--- src/rtl/aud_dma_pkg.sv ---
// Shared constants for the circular audio DMA bridge.
// Assumes a 5-bit byte-offset register space and two directions
// whose control fields sit 16 bits apart in the control word.
package aud_dma_pkg;
    localparam logic [4:0] OFS_PB_BASE = 5'h00;
    localparam logic [4:0] OFS_RC_BASE = 5'h04;
    localparam logic [4:0] OFS_PB_LEN  = 5'h08;
    localparam logic [4:0] OFS_RC_LEN  = 5'h0C;
    localparam logic [4:0] OFS_CTRL    = 5'h10;
    localparam logic [4:0] OFS_PB_PROG = 5'h14;
    localparam logic [4:0] OFS_RC_PROG = 5'h18;
    localparam logic [4:0] OFS_STATUS  = 5'h1C;

    localparam int DIRS       = 2;
    localparam int NEV        = 2 * DIRS;
    localparam int DIR_STRIDE = 16;
    localparam int BIT_EN     = 0;
    localparam int BIT_STOP   = 1;
    localparam int BIT_RELOAD = 2;
    localparam int BIT_ALIGN  = 8;
    localparam int BYTES_PER_BEAT = 4;

    typedef enum logic [1:0] {
        ALIGN_NONE  = 2'd0,
        ALIGN_4BYTE = 2'd1,
        ALIGN_2WORD = 2'd2,
        ALIGN_RSVD  = 2'd3
    } align_mode_e;
endpackage

--- src/rtl/aud_dma_chan.sv ---
// Address and progress datapath of one ring direction.
// Assumes the caller asserts beat only while the direction runs,
// and that len is a multiple of 4 (bits 1:0 zero).
module aud_dma_chan
    import aud_dma_pkg::*;
#(
    parameter int AW = 32,
    parameter int CW = 26
) (
    input  logic          clk,
    input  logic          rst_n,
    input  logic          beat,
    input  logic          clr,
    input  logic [AW-1:0] base,
    input  logic [CW-1:0] len,
    output logic [AW-1:0] addr,
    output logic [CW-1:0] prog,
    output logic          hit_half,
    output logic          hit_full
);
    localparam logic [CW:0] STEP = (CW+1)'(BYTES_PER_BEAT);

    logic [CW:0] nxt;
    logic [CW:0] half_mark;
    logic [CW:0] full_mark;

    // Next progress value and the two marks, one bit wider to avoid wrap
    always_comb begin
        nxt       = {1'b0, prog} + STEP;
        half_mark = {2'b00, len[CW-1:1]};
        full_mark = {1'b0, len};
        hit_half  = beat && ({1'b0, prog} < half_mark) && (nxt >= half_mark);
        hit_full  = beat && (nxt >= full_mark);
    end

    // Progress counter: cleared by stop, wraps to 0 at the full mark
    always_ff @(posedge clk) begin
        if (!rst_n)        prog <= '0;
        else if (clr)      prog <= '0;
        else if (beat)     prog <= hit_full ? '0 : nxt[CW-1:0];
    end

    // Current word address inside the ring
    assign addr = base + AW'(prog);
endmodule

--- src/rtl/aud_dma_regs.sv ---
// Register file: bases, lengths, shared control word and sticky status.
// Assumes AW <= 32 and CW <= 32; reads are combinational on reg_addr.
module aud_dma_regs
    import aud_dma_pkg::*;
#(
    parameter int AW = 32,
    parameter int CW = 26
) (
    input  logic                     clk,
    input  logic                     rst_n,
    input  logic                     wr,
    input  logic [4:0]               addr,
    input  logic [31:0]              wdata,
    output logic [31:0]              rdata,
    input  logic [DIRS-1:0][CW-1:0]  prog,
    input  logic [DIRS-1:0]          hit_half,
    input  logic [DIRS-1:0]          hit_full,
    output logic [DIRS-1:0][AW-1:0]  base,
    output logic [DIRS-1:0][CW-1:0]  len,
    output logic [DIRS-1:0]          en,
    output logic [DIRS-1:0]          auto_rl,
    output logic [DIRS-1:0]          stop,
    output logic [NEV-1:0]           status
);
    logic                      ctrl_wr;
    logic                      stat_wr;
    logic [DIRS-1:0][1:0]      align;
    logic [NEV-1:0]            ev_now;
    logic [31:0]               ctrl_img;

    assign ctrl_wr = wr && (addr == OFS_CTRL);
    assign stat_wr = wr && (addr == OFS_STATUS);

    for (genvar d = 0; d < DIRS; d++) begin : g_dir
        localparam int SH = d * DIR_STRIDE;
        localparam logic [4:0] A_BASE = (d == 0) ? OFS_PB_BASE : OFS_RC_BASE;
        localparam logic [4:0] A_LEN  = (d == 0) ? OFS_PB_LEN  : OFS_RC_LEN;

        assign stop[d]         = ctrl_wr && wdata[SH + BIT_STOP];
        assign ev_now[2*d]     = hit_half[d];
        assign ev_now[2*d + 1] = hit_full[d];

        // Base address register, word aligned
        always_ff @(posedge clk) begin
            if (!rst_n)                      base[d] <= '0;
            else if (wr && addr == A_BASE)   base[d] <= {wdata[AW-1:2], 2'b00};
        end

        // Byte length register, word multiple
        always_ff @(posedge clk) begin
            if (!rst_n)                      len[d] <= '0;
            else if (wr && addr == A_LEN)    len[d] <= {wdata[CW-1:2], 2'b00};
        end

        // Control fields: a write wins over self-clear, stop wins over enable
        always_ff @(posedge clk) begin
            if (!rst_n) begin
                en[d]      <= 1'b0;
                auto_rl[d] <= 1'b0;
                align[d]   <= ALIGN_NONE;
            end else if (ctrl_wr) begin
                en[d]      <= wdata[SH + BIT_EN] && !wdata[SH + BIT_STOP];
                auto_rl[d] <= wdata[SH + BIT_RELOAD];
                align[d]   <= wdata[SH + BIT_ALIGN +: 2];
            end else if (hit_full[d] && !auto_rl[d]) begin
                en[d]      <= 1'b0;
            end
        end
    end

    // Sticky event status, write-one-to-clear, a new event beats the clear
    always_ff @(posedge clk) begin
        if (!rst_n) status <= '0;
        else        status <= ev_now | (status & ~({NEV{stat_wr}} & wdata[NEV-1:0]));
    end

    // Readback image of the control word; stop bits read as 0
    always_comb begin
        ctrl_img = '0;
        for (int d = 0; d < DIRS; d++) begin
            ctrl_img[d*DIR_STRIDE + BIT_EN]         = en[d];
            ctrl_img[d*DIR_STRIDE + BIT_RELOAD]     = auto_rl[d];
            ctrl_img[d*DIR_STRIDE + BIT_ALIGN +: 2] = align[d];
        end
    end

    // Register read multiplexer
    always_comb begin
        case (addr)
            OFS_PB_BASE: rdata = 32'(base[0]);
            OFS_RC_BASE: rdata = 32'(base[1]);
            OFS_PB_LEN:  rdata = 32'(len[0]);
            OFS_RC_LEN:  rdata = 32'(len[1]);
            OFS_CTRL:    rdata = ctrl_img;
            OFS_PB_PROG: rdata = 32'(prog[0]);
            OFS_RC_PROG: rdata = 32'(prog[1]);
            OFS_STATUS:  rdata = 32'(status);
            default:     rdata = '0;
        endcase
    end
endmodule

--- src/rtl/aud_ring_dma.sv ---
// Circular audio DMA bridge for one audio unit: playback ring from
// memory to the transmit FIFO, record ring from the receive FIFO to memory.
// Assumes a grant completes the memory access in the same cycle.
module aud_ring_dma
    import aud_dma_pkg::*;
#(
    parameter int AW = 32,
    parameter int CW = 26,
    parameter int DW = 32
) (
    input  logic          clk,
    input  logic          rst_n,
    input  logic          reg_wr,
    input  logic [4:0]    reg_addr,
    input  logic [31:0]   reg_wdata,
    output logic [31:0]   reg_rdata,
    output logic          pb_req,
    output logic [AW-1:0] pb_addr,
    input  logic          pb_gnt,
    input  logic [DW-1:0] pb_rdata,
    input  logic          txf_ready,
    output logic          txf_push,
    output logic [DW-1:0] txf_data,
    output logic          rc_req,
    output logic [AW-1:0] rc_addr,
    output logic [DW-1:0] rc_wdata,
    input  logic          rc_gnt,
    input  logic          rxf_valid,
    input  logic [DW-1:0] rxf_data,
    output logic          rxf_pop,
    output logic [NEV-1:0] evt
);
    logic [DIRS-1:0][AW-1:0] base;
    logic [DIRS-1:0][CW-1:0] len;
    logic [DIRS-1:0][CW-1:0] prog;
    logic [DIRS-1:0][AW-1:0] addr;
    logic [DIRS-1:0]         en;
    logic [DIRS-1:0]         auto_rl;
    logic [DIRS-1:0]         stop;
    logic [DIRS-1:0]         beat;
    logic [DIRS-1:0]         hit_half;
    logic [DIRS-1:0]         hit_full;
    logic [NEV-1:0]          status;

    aud_dma_regs #(.AW(AW), .CW(CW)) u_regs (
        .clk(clk), .rst_n(rst_n), .wr(reg_wr), .addr(reg_addr),
        .wdata(reg_wdata), .rdata(reg_rdata), .prog(prog),
        .hit_half(hit_half), .hit_full(hit_full), .base(base), .len(len),
        .en(en), .auto_rl(auto_rl), .stop(stop), .status(status)
    );

    for (genvar d = 0; d < DIRS; d++) begin : g_chan
        aud_dma_chan #(.AW(AW), .CW(CW)) u_chan (
            .clk(clk), .rst_n(rst_n), .beat(beat[d]), .clr(stop[d]),
            .base(base[d]), .len(len[d]), .addr(addr[d]), .prog(prog[d]),
            .hit_half(hit_half[d]), .hit_full(hit_full[d])
        );
    end

    // Playback side: fetch while the transmit FIFO has room
    assign pb_req   = en[0] && txf_ready;
    assign pb_addr  = addr[0];
    assign beat[0]  = pb_req && pb_gnt;
    assign txf_push = beat[0];
    assign txf_data = pb_rdata;

    // Record side: store while the receive FIFO holds data
    assign rc_req   = en[1] && rxf_valid;
    assign rc_addr  = addr[1];
    assign rc_wdata = rxf_data;
    assign beat[1]  = rc_req && rc_gnt;
    assign rxf_pop  = beat[1];

    // Event pulses, one cycle after the transfer that crossed a mark
    always_ff @(posedge clk) begin
        if (!rst_n) evt <= '0;
        else        evt <= {hit_full[1], hit_half[1], hit_full[0], hit_half[0]};
    end
endmodule

--- config.mk ---
export PLATFORM = sky130hd
export DESIGN_NAME = aud_ring_dma
export DESIGN_NICKNAME = d
export VERILOG_FILES = /design/src/rtl/aud_dma_pkg.sv /design/src/rtl/aud_dma_chan.sv /design/src/rtl/aud_dma_regs.sv /design/src/rtl/aud_ring_dma.sv
export SDC_FILE = /design/constraint.sdc
export NUM_CORES = 1
export LEC_CHECK = 0
export ABC_CLOCK_PERIOD_IN_PS = 3530
export BUFFER_PORTS_ARGS = -buffer_cell sky130_fd_sc_hd__buf_2
export CORE_ASPECT_RATIO = 1.5
export CORE_MARGIN = 1
export CORE_UTILIZATION = 25
export CTS_BUF_LIST = sky130_fd_sc_hd__clkbuf_4
export DETAILED_ROUTE_END_ITERATION = 8
export SETUP_SLACK_MARGIN = 0.02
export SYNTH_ARGS = -nofsm -noshare
export SYNTH_HDL_FRONTEND = slang
export SYNTH_SLANG_ARGS = --single-unit
--- constraint.sdc ---
create_clock -name clk -period 3.53 [get_ports clk]
set_input_delay 0 -clock clk [delete_from_list [all_inputs] [get_ports clk]]
set_output_delay 0 -clock clk [all_outputs]
set_load 0.02 [all_outputs]
# After elaboration in Yosys (flattened, before gate mapping)
# Index checks and enable logic that the tools add are counted.
# word_totals
reg_bits	176
mem_bits_ro	0
output_inout_bits	168
latchBits	0
wordCells	74
mem_count	0
inputBits	108
ram_bits	0
# classes
mul	0
eq_ne	7
div_mod_pow	0
mux	7
n_shift	0
reduce_logical	31
n_lt_le_gt_ge	6
bitwise	5
add_sub_neg	4
# op_table
cell	n
$pmux 32 s8	1
$add 32x26->32	2
$add 26x3->27 const B	2
$ge 27x25->1	2
$ge 27x26->1	2
$lt 26x25->1	2
$mux 26	2
$logic_and 1x1->1	22
$eq 5x5->1 const B	4
$eq 5x4->1 const B	2
$and 4x4->4	2
$eq 5x3->1 const B	1
$logic_not 5->1	1
$logic_not 1->1	4
$mux 1	4
$not 4->4	1
$or 4x4->4	1
$reduce_bool 2->1	2
$reduce_or 2->1	2
$not 1->1	1

# Depth between registers and ports, before layout
# Gate-level depths: netlist (run 1).
# depth
word_depth	6
mapped_depth	17
ltp_nobuf	17

# By module
# A second synthesis (run 1) with hierarchy kept.
# unflattened
hier_cells	1887
area_unflattened_um2	15008.1
# modules_own_cells
mod	instances	cells_per_inst	seq_area_each_um2	area_per_inst_um2
aud_dma_regs	1	715	2402.3	5871.9
aud_dma_chan (g_chan[0].u_chan)	1	581	480.5	4367.9
aud_dma_chan (g_chan[1].u_chan)	1	515	480.5	4157.7
aud_ring_dma	1	76	80.1	610.6

# Least setup slack after synthesis (run 1)
# OpenSTA, ideal clock, no wires.
# synth_timing
kind	reg2reg
from	reg g_chan[1].u_chan.prog[2]
to	reg g_chan[1].u_chan.prog[10]
path_stages_with_launch	18
arrival_ps	3581
slack_ps	-116
period_less_slack_ps	3646
path_buffers	1
t_required_ps	3465
setup_ps	65
cell_sequence	dfxtp_1 ha_1 nand3_1 nor2_1 and3_1 and3_1 nand3_1 nor2_1 xor2_1 ha_1 a21oi_1 nor2b_1 o21ai_0 nand2b_1 o311ai_0 nand4_1 clkbuf_1 nor2_1
# synth_between
elab_chain_len	4
# synth_rtl
item	line	rtl
from (decl)	aud_dma_chan.sv:17	output logic [CW-1:0] prog,
from (signal assigned)	aud_dma_chan.sv:40	else if (beat) prog <= hit_full ? '0 : nxt[CW-1:0];
$add 26x3->27 (*)	aud_dma_chan.sv:29	nxt = {1'b0, prog} + STEP;
$ge 27x26->1	aud_dma_chan.sv:33	hit_full = beat && (nxt >= full_mark);
$logic_and 1x1->1	aud_dma_chan.sv:33	
$mux 26 (*)	aud_dma_chan.sv:40	
# Every way passes the cells marked *; elsewhere a longest branch is shown, timed or not.
# A chain may end at the register's enable or synchronous reset.

# Final worst setup path (run 1)
# layout_timing
from	reg g_chan[1].u_chan.prog[22]
to	out rc_addr[29]
# layout_between
elab_chain_len	1
# layout_rtl
item	line	rtl
$add 32x26->32	aud_dma_chan.sv:44	assign addr = base + AW'(prog);
to (decl)	aud_ring_dma.sv:25	output logic [AW-1:0] rc_addr,
# Every way passes these cells.

==> results of run 1 <==
sequential cells by signal (all words and copies together) (netlist names):
signal,count
u_regs.en,2
u_regs.base,60
evt,4
u_regs.len,48
g_chan.u_chan.prog,48
u_regs.align,4
u_regs.auto_rl,2
u_regs.status,4
area by class of cell:
| class | count | area (um^2) |
|---|---|---|
| Inverter | 73 | 274.0 |
| Antenna cell | 3 | 7.507 |
| Clock inverter | 11 | 216.5 |
| Fill cell | 6333 | 40570 |
| Tap cell | 777 | 972.2 |
| Clock buffer | 18 | 135.1 |
| Multi-Input combinational cell | 1514 | 10900 |
| Sequential cell | 172 | 3467 |
| Timing Repair Buffer | 334 | 2371 |
per-layer routing:
metal / part of all wire / up-vias / wire, um / track usage
li1: - / 7137 / - / -
met1: 0.39 / 7011 / 22450 / 0.2066
met2: 0.49 / 514 / 28170 / 0.3313
met3: 0.050 / 174 / 2839 / 0.02424
met4: 0.067 / 0 / 3838 / 0.1109
met5: 0 / - / 0 / 0
what timing repair did:
action | CTS | global route
hold buffers | 40 | 0
pin swaps | 14 | 56
setup endpoints to repair | 52 | 76
cloned | 0 | 2
resized for setup | 58 | 83
buffers inserted | 9 | 22
endpoints found under the hold margin | 125 | 0
cell usage after synthesis, types with 15 or more instances:
library cell	instances	area share
a21o_1	44	0.022
o21ai_0	73	0.025
nand2_1	325	0.082
nor2b_1	17	0.0071
dfxtp_1	172	0.23
o21a_1	15	0.0076
xnor2_1	82	0.048
and3_1	28	0.012
a21boi_0	115	0.058
nand3_1	65	0.022
mux2i_1	15	0.010
a21oi_1	123	0.041
and2_1	15	0.0063
buf_4	70	0.035
nand4_1	31	0.013
clkbuf_1	82	0.021
nor2_1	97	0.024
a221oi_1	15	0.0088
ha_1	190	0.16
inv_1	72	0.018
xor2_1	41	0.024
a22oi_1	24	0.012
a31o_2	17	0.010
how the worst max path moves through the flow:
stage | start | end | slack (ns) | cells after the start
5_1_grt | g_chan[1].u_chan.prog[3] | u_regs.status[2] | -0.06 | 17
3_3_place_gp | g_chan[1].u_chan.prog[3] | u_regs.status[2] | 0.05 | 16
3_5_place_dp | g_chan[1].u_chan.prog[3] | u_regs.status[2] | 0.002 | 16
2_1_floorplan | g_chan[1].u_chan.prog[2] | g_chan[1].u_chan.prog[2] | 0.03 | 17
6_report | g_chan[1].u_chan.prog[22] | rc_addr[29] | 0.09 | 9
4_1_cts | g_chan[1].u_chan.prog[8] | rc_addr[29] | 0.03 | 12
power groups by stage:
stage | Sequential [mW] | Clock (mW) | Combinational (mW)
after floorplan | 2.00 | 0 | 0.281
after global placement | 2.00 | 0 | 0.319
after detailed placement | 2.00 | 0 | 0.319
after CTS | 1.96 | 1.48 | 0.357
after global routing | 1.96 | 1.54 | 0.414
final | 1.96 | 1.46 | 0.395
stage by stage:
step	hold slack, ns	setup WS [ns]	cell area (um^2)	cells	total power [mW]
2_1_floorplan	0.1126	0.03282	14910	1928	2.280
5_1_grt	0.00002923	-0.06126	18350	2902	3.919
6_report	0.000007760	0.08937	18350	2902	3.820
3_3_place_gp	0.0001367	0.05290	16600	2797	2.323
4_1_cts	0.0001367	0.03351	17700	2875	3.796
3_5_place_dp	0.0001367	0.002284	16600	2797	2.324
logic make-up (layout without fill, tap and decap cells):
group / count (synthesis) / after routing
other: 1 / 7
xor gates and xnor gates: 123 / 123
DFF: 172 / 172
buffers and inverters: 242 / 436
muxes: 18 / 18
AOI/OAI and AO/OA: 527 / 527
adders and majority gates: 192 / 192
and+or+nand+nor: 650 / 650
==> flow_metrics.tcl, run 1 <==
set metrics [dict create \
    outcome "finished, final reports clean" \
    startpoint_type "register" \
    wl_um 57300 \
    synth_area_mm2 0.01489 \
    dieWidth_um 201.3 \
    internal_power_mw 2.813 \
    hp-start "rxf_data[1]" \
    power_density_mw_per_mm2 208.2 \
    slew_headroom 0.2493 \
    worst_skew_pair.late_latency_ns 0.64 \
    cts_buffers 17 \
    required_ns 3.53 \
    finalSetupTns_ns 0 \
    synth_area_per_cell_um2 7.735 \
    initial_core_util 0.2527 \
    grt_max_degree 67 \
    crit_buf_inv 1 \
    critical_path.endpoint_type "output port" \
    io_buffers 143 \
    synth-edff-count 0 \
    cts.sinks 172 \
    hold_depth 0 \
    h-tree-depth 4 \
    hold_path_end "rc_wdata[1]" \
    synthSimpleGateAreaFrac 0.2013 \
    cp_slowest_cell "dfxtp_1" \
    viasPerCell 5.112 \
    p_leak_nw 7.749 \
    path_clk_slew_ns 0.16 \
    rr_endpoint "g_chan[0].u_chan.prog[6]" \
    grt_pass1_wl_um 85280 \
    slowest_delay_ns 0.61 \
    finalCritPeriodShare 0.9747 \
    dp_hpwl_um 45390 \
    seq_area_frac_synth 0.2313 \
    worst_pin_slew_ns 1.126 \
    p_comb_frac 0.103 \
    drv_cap 0 \
    nets 2412 \
    yosys_register_bits 172 \
    cts_tree "built" \
    post-route-util 0.3114 \
    worstPathCellList "ha_1 > a21o_1 > a21o_1 > a21oi_1 > o21bai_1 > a41o_1 > nand4_1 > xnor2_1 > buf_4" \
    route.vias.total 14836 \
    ff2ff_setup_slack_ns 0.12 \
    cts-root-buf "clkbuf_4" \
    fmax_mhz 290.6 \
    synth_fa_ha_area_frac 0.1624 \
    gr-usage-all-layers 0.1844 \
    yosys_warnings 0 \
    drive_gt1_frac 0.2083 \
    cts.path.max_buffers 2 \
    power_frac_seq 0.513 \
    drv_slew 0 \
    synth_top_family_by_area "compound AO/OA/AOI/OAI gates" \
    syn_to_final_growth_pct 23.23 \
    grt_pass1_vias 14472 \
    drtIter0Drc 1011 \
    synth_compound_area_frac 0.2389 \
    synth.mux.area_fraction 0.01387 \
    r2r_start "g_chan[0].u_chan.prog[3]" \
    cp_max_fo 7 \
    critPathArrivalTime_ns 3.44 \
    die_h_um 300.9 \
    netSwitchingFraction 0.2638 \
    synth_xor_area_frac 0.07235 \
    synthArstFlopShare 0 \
    synthFlopType "dfxtp_1" \
    core_area_mm2 0.05892 \
    io_pins 276 \
    critical-path-top-delay-family "compound AO/OA/AOI/OAI gates" \
    drc 0 \
    grt-ovfl-total 0 \
    drtPass1Iterations 7 \
    cpMostUsedCell "a21o_1" \
    gp_congestion 1.014 \
    layout_common_cells "nand2_1, ha_1, dfxtp_1" \
    core.rowCount 109 \
    wl_per_cell_um 19.75 \
    layout_commonest_cell "nand2_1" \
    ant_nets 0 \
    min_period_ns 3.441 \
    peakVddDrop_mv 0.1904 \
    antenna_found_initial 4 \
    skew_ns 0.02776 \
    r2r_cells 18 \
    dieArea_mm2 0.06056 \
    rsz0062_at_grt "yes" \
    pwr-share-clk 0.383 \
    setup-violations-final 0 \
    critPathKind "register to output port" \
    syn-instance-count 1925 \
    p_sw_mw 1.008 \
    hp-class "primary input to output port" \
    hold_viol_final 0 \
    ys_types 71 \
]
(Power assumes the default switching activity.)
==> inputs of run 2 (changes only) <==
--- a/config.mk
+++ b/config.mk
@@ -12,6 +12,7 @@
 export CORE_UTILIZATION = 25
 export CTS_BUF_LIST = sky130_fd_sc_hd__clkbuf_4
 export DETAILED_ROUTE_END_ITERATION = 8
+export PLACE_DENSITY = 0.42
 export SETUP_SLACK_MARGIN = 0.02
 export SYNTH_ARGS = -nofsm -noshare
 export SYNTH_HDL_FRONTEND = slang
==> constraint.sdc (replaced) <==
create_clock -name clk -period 3.53 [get_ports clk]
set_input_delay 0.706 -clock clk [delete_from_list [all_inputs] [get_ports clk]]
set_output_delay 0.706 -clock clk [all_outputs]
set_load 0.02 [all_outputs]
==> run 2 against run 1 <==
  * The flow now finishes with violations (setup timing)
  * Hold slack improved by 0.30 ns
  * Sequential cell count unchanged
  * Critical path depth grew 4
  * Non-clock buffer count increased by 98
  * Critical endpoint unchanged
==> flow_metrics.tcl, run 2 (synthesized netlist as in run 1, its figures left out) <==
set metrics [dict create \
    cts_tree "built" \
    dp_hpwl_um 51970 \
    peakVddDrop_mv 0.1953 \
    cts.sinks 172 \
    dieArea_mm2 0.06056 \
    path_clk_slew_ns 0.17 \
    n_fill_cell 6302 \
    hold_slack_ns 0.2992 \
    ant_nets 0 \
    ff2ff_setup_slack_ns -0.07 \
    antenna_found_initial 2 \
    power_density_mw_per_mm2 181.2 \
    cp_max_fo 4 \
    critical-path-top-delay-family "buffers and inverters" \
    dp.cells 2912 \
    cts_buffers 17 \
    p_leak_nw 8.330 \
    drive_gt1_frac 0.3014 \
    drc 0 \
    h-tree-depth 4 \
    slew_headroom 0.2546 \
    cts.path.max_buffers 2 \
    grt_pass1_wl_um 94980 \
    r2r_start "g_chan[1].u_chan.prog[2]" \
    core_area_mm2 0.05892 \
    setup-violations-final 77 \
    fmax_mhz 240.5 \
    final_cells 3002 \
    worst_pin_slew_ns 1.118 \
    gp_congestion 0.9094 \
    die_h_um 300.9 \
    finalSetupTns_ns -15.45 \
    wl_um 63970 \
    cp-startpoint "g_chan[1].u_chan.prog[5]" \
    layout_commonest_cell "nand2_1" \
    viasPerCell 4.991 \
    final-seq-area_mm2 0.003465 \
    io_pins 276 \
    nets 2510 \
    route.vias.total 14983 \
    critPathArrivalTime_ns 3.45 \
    slowest_delay_ns 0.52 \
    startpoint_type "register" \
    regMostFlops "u_regs.base" \
    gr-usage-all-layers 0.2092 \
    drv_slew 0 \
    critical_path.endpoint_type "output port" \
    initial_core_util 0.2527 \
    violations "setup timing" \
    cts-root-buf "clkbuf_4" \
    pre_cts_ws_ns -0.4373 \
    grt-ovfl-total 0 \
    critPathKind "register to output port" \
    holdBufCountCts 0 \
    setup_slack_ns -0.6284 \
    worstPathCellList "buf_6 > ha_4 > o21ai_4 > or4_4 > o31ai_4 > buf_6 > o31ai_4 > a31oi_1 > buf_4 > a41o_1 > nand4_1 > xnor2_1 > buf_4" \
    dieWidth_um 201.3 \
    hp-class "primary input to register" \
    worst_skew_pair.late_latency_ns 0.66 \
    skew_ns 0.03875 \
    required_ns 2.82 \
    grt_pass1_vias 15196 \
    min_period_ns 4.158 \
    hp-start "reg_wdata[31]" \
    core.rowCount 109 \
    cp_slowest_cell "or4_4" \
    wl_per_cell_um 21.31 \
    crit_buf_inv 4 \
    largest_reg_flops 60 \
    drv_cap 0 \
    multi_input_area_mm2 0.01138 \
    drtIter0Drc 746 \
    io_buffers 143 \
    layout_common_cells "nand2_1, buf_4, ha_1" \
    drtPass1Iterations 5 \
    syn_to_final_growth_pct 32.03 \
    hold_viol_final 0 \
    finalCritPeriodShare 1.178 \
    grt_max_degree 66 \
    reg_top3 "u_regs.base x60, g_chan.u_chan.prog x48, u_regs.len x48" \
    rsz0062_at_grt "yes" \
    outcome "complete, but fails checks" \
]
==> run 2: cell count changes in the layout (fill, tap and decap cells not counted), sizes merged <==
cell / delta
buf: +140
dlygate4sd3: -40
clkinv: +1
inv: +4
diode: -1
bufinv: -5
clkbuf: -2
clkinvlp: +3
==> run 2: worst paths after layout <==
| check | endpoint | depth (start not counted) |
|---|---|---|
| worst min-delay path | u_regs.base[31] | 3 |
| worst max register to register | g_chan[1].u_chan.prog[3] | 20 |
| worst min register to register | u_regs.len[9] | 2 |
| worst max-delay path | rc_addr[29] | 13 |
==> run 2: worst register-to-register path, stage by stage, from the launching register on <==
cell       delay (ns)
dfxtp_2          0.37
buf_4            0.13
nand3_1          0.12
nor2_2           0.13
nand3_1          0.12
or2_1            0.24
buf_4            0.18
nor4_4           0.22
nand4_1          0.12
buf_4            0.19
xnor2_4          0.18
ha_1             0.26
nand2_1          0.09
nor4_1           0.06
a221oi_1         0.25
o21ai_1          0.13
a2bb2oi_2        0.18
nand4_1          0.13
buf_6            0.19
buf_8            0.14
a21oi_1          0.13
==> run 2: layer usage <==
metal	part of all wire	vias up	global-route usage
li1	-	7342	-
met1	0.40	7173	0.2380
met2	0.51	332	0.3833
met3	0.028	134	0.01775
met4	0.055	2	0.1162
met5	0.00017	-	0
==> run 2: where the power goes <==
group          internal, mW  total [mW]  switching, mW
registers              1.95        1.96         0.0119
clock network         0.369        1.22          0.850
logic                 0.138       0.379          0.241
==> run 2: per-stage QoR <==
step                power, mW  area, um^2    util
floorplan               2.280       14910       -
global placement        2.345       17480  0.2967
detailed placement      2.348       17480  0.2967
CTS                     3.599       19080  0.3239
global route            3.700       19660  0.3336
finish                  3.562       19660  0.3337
==> run 2: timing repair <==
action | CTS | global route
gates cloned | 1 | 0
pin swaps | 86 | 93
setup buffers | 42 | 25
endpoints found under the hold margin | 0 | 0
setup endpoints to repair | 106 | 104
resized for setup | 240 | 110
==> run 2: final cells by class <==
| cell class | instances | area share |
|---|---|---|
| clock buffers | 18 | 0.006874 |
| repair buffers | 432 | 0.1676 |
| multi-input cells | 1514 | 0.5789 |
| well taps | 777 | 0.04945 |
| inverters | 73 | 0.01394 |
| diodes | 2 | 0.0002546 |
| flip-flops and latches | 172 | 0.1762 |
| clock inverters | 14 | 0.006746 |
